## src/rtl/itc_cell_pkg.sv

```systemverilog
// Shared definitions for the inter-thread FIFO cell: view codes and the
// bit positions of the packed tag word.
package itc_cell_pkg;
    typedef enum logic [1:0] {
        VIEW_RAW     = 2'd0,
        VIEW_TAG     = 2'd1,
        VIEW_EF_WAIT = 2'd2,
        VIEW_EF_TRY  = 2'd3
    } view_e;

    localparam int unsigned TAG_E_BIT    = 0;
    localparam int unsigned TAG_F_BIT    = 1;
    localparam int unsigned TAG_T_BIT    = 16;
    localparam int unsigned TAG_FIFO_BIT = 17;
    localparam int unsigned TAG_CNT_LSB  = 18;
    localparam int unsigned TAG_CNT_W    = 10;
    localparam int unsigned TAG_DEP_LSB  = 28;
    localparam int unsigned TAG_DEP_W    = 4;
endpackage

```

## src/rtl/itc_cell_store.sv

```systemverilog
// Entry storage for the cell: one write port and one combinational read port.
// Assumes DEPTH is a power of two so that indices wrap by truncation.
module itc_cell_store #(
    parameter int unsigned DEPTH  = 8,
    parameter int unsigned DATA_W = 64,
    localparam int unsigned PW    = $clog2(DEPTH)
) (
    input  logic              clk,
    input  logic              rst_n,
    input  logic              wr_en,
    input  logic [PW-1:0]     wr_idx,
    input  logic [DATA_W-1:0] wr_data,
    input  logic [PW-1:0]     rd_idx,
    output logic [DATA_W-1:0] rd_data
);
    logic [DATA_W-1:0] mem [DEPTH];

    // Clear all entries on reset, otherwise write the addressed entry.
    always_ff @(posedge clk) begin
        if (!rst_n) begin
            for (int i = 0; i < DEPTH; i++) mem[i] <= '0;
        end else if (wr_en) begin
            mem[wr_idx] <= wr_data;
        end
    end

    // Present the addressed entry.
    assign rd_data = mem[rd_idx];
endmodule

```

## src/rtl/itc_cell_waitset.sv

```systemverilog
// Waiter bitmap: records stalled requesters and, when asked, sends one wake
// pulse carrying the whole set and then empties it. Assumes a record and a
// wake request never arrive in the same cycle.
module itc_cell_waitset #(
    parameter int unsigned NREQ = 32,
    localparam int unsigned IDW = $clog2(NREQ)
) (
    input  logic            clk,
    input  logic            rst_n,
    input  logic            add_en,
    input  logic [IDW-1:0]  add_id,
    input  logic            wake_req,
    output logic            wake_valid,
    output logic [NREQ-1:0] wake_mask
);
    logic [NREQ-1:0] waiters_q;
    logic            fire;

    // A wake happens only when someone is waiting.
    assign fire = wake_req && (waiters_q != '0);

    // Track the bitmap and register the wake pulse.
    always_ff @(posedge clk) begin
        if (!rst_n) begin
            waiters_q  <= '0;
            wake_valid <= 1'b0;
            wake_mask  <= '0;
        end else begin
            wake_valid <= fire;
            wake_mask  <= fire ? waiters_q : '0;
            if (fire)
                waiters_q <= '0;
            else if (add_en)
                waiters_q <= waiters_q | (NREQ'(1) << add_id);
        end
    end
endmodule

```

## src/rtl/itc_fifo_cell.sv

```systemverilog
// Tagged inter-thread FIFO cell. It decodes the access view, keeps the tag
// (T, E, F, count, read position) and steers the storage and waiter bitmap.
// Every access is answered one cycle later. DEPTH must be a power of two,
// at most 512 so the count fits its tag field.
module itc_fifo_cell
    import itc_cell_pkg::*;
#(
    parameter int unsigned DEPTH  = 8,
    parameter int unsigned DATA_W = 64,
    parameter int unsigned NREQ   = 32,
    localparam int unsigned PW    = $clog2(DEPTH),
    localparam int unsigned CW    = PW + 1,
    localparam int unsigned IDW   = $clog2(NREQ)
) (
    input  logic              clk,
    input  logic              rst_n,
    input  logic              req_valid,
    input  logic              req_write,
    input  logic [1:0]        req_view,
    input  logic [IDW-1:0]    req_id,
    input  logic [DATA_W-1:0] req_wdata,
    output logic              rsp_valid,
    output logic              rsp_stall,
    output logic [DATA_W-1:0] rsp_rdata,
    output logic              wake_valid,
    output logic [NREQ-1:0]   wake_mask
);
    view_e            view;
    logic             t_q, e_q, f_q;
    logic             t_d, e_d, f_d;
    logic [CW-1:0]    count_q, cnt_d;
    logic [PW-1:0]    rd_ptr_q, ptr_d;
    logic             is_ef, blocking, ef_rd, ef_wr, ctl_wr, raw_wr_ok;
    logic             stall_now, pop, push, ef_go;
    logic [PW-1:0]    tail_idx, newest_idx, st_idx;
    logic             st_we;
    logic [DATA_W-1:0] head;
    logic [31:0]      tag_word;
    logic [DATA_W-1:0] rd_next;

    assign view = view_e'(req_view);

    // Classify the current access.
    always_comb begin
        is_ef     = (view == VIEW_EF_WAIT) || (view == VIEW_EF_TRY);
        blocking  = (view == VIEW_EF_WAIT);
        ef_rd     = req_valid && is_ef && !req_write;
        ef_wr     = req_valid && is_ef && req_write;
        ctl_wr    = req_valid && (view == VIEW_TAG) && req_write;
        raw_wr_ok = req_valid && (view == VIEW_RAW) && req_write && (count_q != '0);
        stall_now = blocking && ((ef_rd && e_q) || (ef_wr && f_q));
        pop       = ef_rd && !stall_now && (count_q != '0);
        push      = ef_wr && !stall_now && (count_q < CW'(DEPTH));
        ef_go     = (ef_rd || ef_wr) && !stall_now;
    end

    // Storage addressing: the tail for pushes, the newest entry for raw patches.
    always_comb begin
        tail_idx   = rd_ptr_q + PW'(count_q);
        newest_idx = tail_idx - PW'(1);
        st_we      = push || raw_wr_ok;
        st_idx     = push ? tail_idx : newest_idx;
    end

    itc_cell_store #(.DEPTH(DEPTH), .DATA_W(DATA_W)) u_store (
        .clk     (clk),
        .rst_n   (rst_n),
        .wr_en   (st_we),
        .wr_idx  (st_idx),
        .wr_data (req_wdata),
        .rd_idx  (rd_ptr_q),
        .rd_data (head)
    );

    itc_cell_waitset #(.NREQ(NREQ)) u_wait (
        .clk        (clk),
        .rst_n      (rst_n),
        .add_en     (stall_now),
        .add_id     (req_id),
        .wake_req   (ef_go),
        .wake_valid (wake_valid),
        .wake_mask  (wake_mask)
    );

    // Next tag state, following each view's ordered sequence.
    always_comb begin
        t_d   = t_q;
        e_d   = e_q;
        f_d   = f_q;
        cnt_d = count_q;
        ptr_d = rd_ptr_q;
        if (ctl_wr) begin
            t_d = req_wdata[TAG_T_BIT];
            e_d = req_wdata[TAG_E_BIT];
            f_d = req_wdata[TAG_F_BIT];
            if (req_wdata[TAG_E_BIT]) cnt_d = '0;
        end
        if (ef_rd) begin
            f_d = 1'b0;
            if (pop) begin
                cnt_d = count_q - CW'(1);
                ptr_d = rd_ptr_q + PW'(1);
            end
            if (!stall_now && cnt_d == '0) e_d = 1'b1;
        end
        if (ef_wr) begin
            e_d = 1'b0;
            if (push) cnt_d = count_q + CW'(1);
            if (!stall_now && cnt_d == CW'(DEPTH)) f_d = 1'b1;
        end
    end

    // Register the tag; reset leaves an empty queue.
    always_ff @(posedge clk) begin
        if (!rst_n) begin
            t_q      <= 1'b0;
            e_q      <= 1'b1;
            f_q      <= 1'b0;
            count_q  <= '0;
            rd_ptr_q <= '0;
        end else begin
            t_q      <= t_d;
            e_q      <= e_d;
            f_q      <= f_d;
            count_q  <= cnt_d;
            rd_ptr_q <= ptr_d;
        end
    end

    // Pack the tag word for tag-view reads.
    always_comb begin
        tag_word = '0;
        tag_word[TAG_DEP_LSB +: TAG_DEP_W] = TAG_DEP_W'(PW);
        tag_word[TAG_CNT_LSB +: TAG_CNT_W] = TAG_CNT_W'(count_q);
        tag_word[TAG_FIFO_BIT] = 1'b1;
        tag_word[TAG_T_BIT]    = t_q;
        tag_word[TAG_F_BIT]    = f_q;
        tag_word[TAG_E_BIT]    = e_q;
    end

    // Select the read result for the answer.
    always_comb begin
        rd_next = '0;
        if (req_valid && !req_write) begin
            unique case (view)
                VIEW_RAW:     rd_next = head;
                VIEW_TAG:     rd_next = DATA_W'(tag_word);
                VIEW_EF_WAIT,
                VIEW_EF_TRY:  rd_next = pop ? head : '0;
                default:      rd_next = '0;
            endcase
        end
    end

    // Register the answer one cycle after the access.
    always_ff @(posedge clk) begin
        if (!rst_n) begin
            rsp_valid <= 1'b0;
            rsp_stall <= 1'b0;
            rsp_rdata <= '0;
        end else begin
            rsp_valid <= req_valid;
            rsp_stall <= stall_now;
            rsp_rdata <= rd_next;
        end
    end
endmodule

```

## config.mk

```make
export PLATFORM = sky130hd
export DESIGN_NAME = itc_fifo_cell
export DESIGN_NICKNAME = d
export VERILOG_FILES = /design/src/rtl/itc_cell_pkg.sv /design/src/rtl/itc_cell_store.sv /design/src/rtl/itc_cell_waitset.sv /design/src/rtl/itc_fifo_cell.sv
export SDC_FILE = /design/constraint.sdc
export NUM_CORES = 1
export LEC_CHECK = 0
export CAP_MARGIN = 0
export CORE_MARGIN = 2
export CORE_UTILIZATION = 55
export CTS_CLUSTER_SIZE = 16
export DETAILED_ROUTE_END_ITERATION = 6
export GPL_TIMING_DRIVEN = 0
export HOLD_SLACK_MARGIN = 0.03
export PLACE_DENSITY = 0.85
export REMOVE_ABC_BUFFERS = 1
export SETUP_SLACK_MARGIN = 0.3
export SLEW_MARGIN = 20
export SYNTH_ARGS = -nofsm -noshare
export SYNTH_HDL_FRONTEND = slang
export SYNTH_SLANG_ARGS = --single-unit
export TNS_END_PERCENT = 10
```

## constraint.sdc

```tcl
create_clock -name clk -period 10.8 [get_ports clk]
set_clock_uncertainty 0.1 [all_clocks]
set_input_delay 2.16 -clock clk [delete_from_list [all_inputs] [get_ports clk]]
set_output_delay 2.16 -clock clk [all_outputs]
set_load 0.005 [all_outputs]
```

==> out/qor.yml <==
critPathKind: "primary input to register"
dieHeight_um: 227
routed-via-count: 16276
drive_gt1_share_pct: 16.7
core_um2: 49100
pin_count: 174
synth.avg_cell_area_um2: 15.2
grt_overflow: 0
mappedNetlistArea_um2: 27400
synthFlopType: "edfxtp_1"
p_leak_uw: 0.0116
synth-edff-count: 512
cts_tree: "yes"
synth_seq_cells: 656
critPathLaunchType: "primary input"
grt_start_max_net_pins: 48
hold_slack_ns: 0.384
yosys.area.top_type_share_pct: 56.2
post_cts_buffers: 0
hold_end: "u_wait.waiters_q[20]"
root_buffer: "clkbuf_16"
synthCells: 1805
crit_chain: "clkdlybuf4s50_1, nor2b_1, o21ai_1, a21boi_1, nor3_2, buf_6, buf_4, nand2b_4, buf_12"
worstHoldPathCells: 2
htree_levels: 3
worst_ir_drop_vdd_uv: 208
drv_slew: 0
drc: 0
grt_pass1_wl_um: 99600
min_period_over_period_pct: 55.2
reg2reg_depth: 11
reg2reg_setup_slack_ns: 6.49
rows: 81
rsz0062_at_grt: "false"
grt_pass1_vias: 16708
min-delay-start: "u_wait.waiters_q[20]"
status: "finished, final reports clean"
relSlewSlack_pct: 32.6
yosysWarnings: 0
post-synth-top-area-cell: "edfxtp_1"
slowest_stage: "clkdlybuf4s50_1"
insertion_delay_ns: 0.61
antenna_found_initial: 7
crit_path_end_kind: "register"
dieArea_um2: 51500
period_needed_ns: 5.96
drt_iter0_markers: 1894
synth_area_leaders: "edfxtp_1 56%, and2_1 13%, dfxtp_1 11%"
worstMarginPinSlew_ns: 1.01
clk_path_buf_depth: 3
avgRoutedWirePerCell_um: 24.5
drtAntennaViolNets: 0
power_uw: 5350
grt.total_usage_pct: 26.4
die_x_um: 227
clock.fmax_mhz: 168
design_area_um2: 32600
numPortBuffers: 173
drt-total-wl_um: 66900
routabilityCongestion: 0.858
worstReg2RegEnd: "u_store.mem[0][63]"
setup_violations: 0
dr.pass1.iters: 6
vias_per_cell: 5.96
cts_sinks: 656
cp.arrival_ns: 6.15
max-cap-violations: 0
hold_viol: 0
ctsResizeCount: 0
async_reset_ff_share_pct: 0
cp.required_ns: 10.99
cts_buffers: 66
area_growth_pct: 19.1
placed_area_um2: 30400
path_clk_slew_ns: 0.06
start_util_pct: 55.8
crit_path_max_fanout: 40
hold_class: "register to register"
powerDensity_nw_per_um2: 164
r2r_start: "count_q[0]"
critPathMaxStageDelay_ns: 0.82
cts_hold_buf: 0
dp_hpwl_um: 40900
num-nets-final: 2091
ys_seq_area_share_pct: 66.7
yosysUniqueCellTypes: 58
-- cell type report --
type | instances | area (µm²)
multi-input combinational | 1023 | 8610
fill | 3198 | 16500
clock inverter | 30 | 264
clock buffer | 91 | 1890
antenna | 5 | 12.5
inverter | 11 | 41.3
sequential | 656 | 18300
timing repair buffer | 252 | 2670
tap | 664 | 831
-- cell usage after synthesis (3+ instances only) --
cell	count
inv_1	11
nand2b_1	11
mux4_2	128
buf_4	4
edfxtp_1	512
clkbuf_1	38
xor2_1	3
dfxtp_1	144
ha_1	5
o21ai_0	12
nand4_1	7
buf_6	5
clkbuf_2	31
nor3_1	13
nor2_1	96
nor4_1	11
a21oi_1	55
nor3b_2	3
mux2i_1	58
nand2_1	16
buf_2	29
and2_1	548
nor2b_1	6
a31oi_1	3
buf_1	8
o21ai_1	3
mux2_2	7
xnor2_1	4
-- flip-flops by register name, indices dropped and copies added, names as in the netlist, named ones only --
register and count:
t_q 1, u_wait.waiters_q 32, rsp_valid 1, rsp_stall 1
u_wait.wake_valid 1, u_wait.wake_mask 32, rsp_rdata 64, rd_ptr_q 3
count_q 4, e_q 1, f_q 1, u_store.mem 512
-- cell usage in the layout, fill, tap and decap left out, drive strengths merged, types with 2 or more instances in the layout --
cell	instances
a211oi	2
a21oi	55
a31oi	3
and2	548
and3b	2
buf	80
bufinv	3
clkbuf	91
clkdlybuf4s50	172
clkinv	19
dfxtp	144
diode	5
edfxtp	512
ha	5
inv	18
mux2	7
mux2i	58
mux4	128
nand2	17
nand2b	11
nand3	2
nand3b	2
nand4	7
nor2	96
nor2b	6
nor3	14
nor3b	4
nor4	11
o21ai	16
or2	2
or4b	2
xnor2	4
xor2	3
-- critical path: cells and delay by family --
kind	cells	cell delay, ns
and+or+nand+nor	3	1.96
buffers and inverters	4	1.59
AOI/OAI and AO/OA	2	0.41
-- routing by layer --
layer  routed length, µm  track usage [%]
met1               25700             34.8
met2               32900             43.7
met3                6300             5.65
met4                1980             9.32
met5                  48                0
-- worst max-delay path by stage --
stage / start / to / slack, ns / cells after the start
after detailed placement: req_view[0] / u_store.mem[0][7] / 4.28 / 9
after CTS: req_view[0] / u_store.mem[0][61] / 4.86 / 9
after floorplan: req_view[0] / u_store.mem[1][0] / 3.60 / 5
after global routing: req_view[0] / u_store.mem[0][61] / 4.62 / 9
final: req_view[0] / u_store.mem[0][63] / 4.84 / 9
after global placement: req_view[0] / u_store.mem[2][7] / -3.78 / 6
-- cell families after synthesis --
family / synth area share (%)
AOI/OAI and AO/OA: 1.83
xor gates and xnor gates: 0.224
adders and majority gates: 0.302
buffers and inverters: 2.20
DFF: 66.7
muxes: 12.9
and+or+nand+nor: 15.8
-- power breakdown --
group	internal, µW	leakage (µW)	switching (µW)
Clock	1310	0.00106	968
Combinational	99.8	0.00413	147
Sequential	2800	0.00645	26.8
Total	4210	0.0116	1140
-- stage by stage --
stage | utilization [%] | setup slack [ns] | TNS, ns | instances
2_1_floorplan | - | 3.60 | 0 | 1690
3_3_place_gp | 59.9 | -3.78 | -2159.53 | 2527
3_5_place_dp | 62.0 | 4.28 | 0 | 2606
4_1_cts | 66.4 | 4.86 | 0 | 2727
5_1_grt | 66.4 | 4.62 | 0 | 2728
6_report | 66.4 | 4.84 | 0 | 2732
Power figures use the tool's default switching activity.
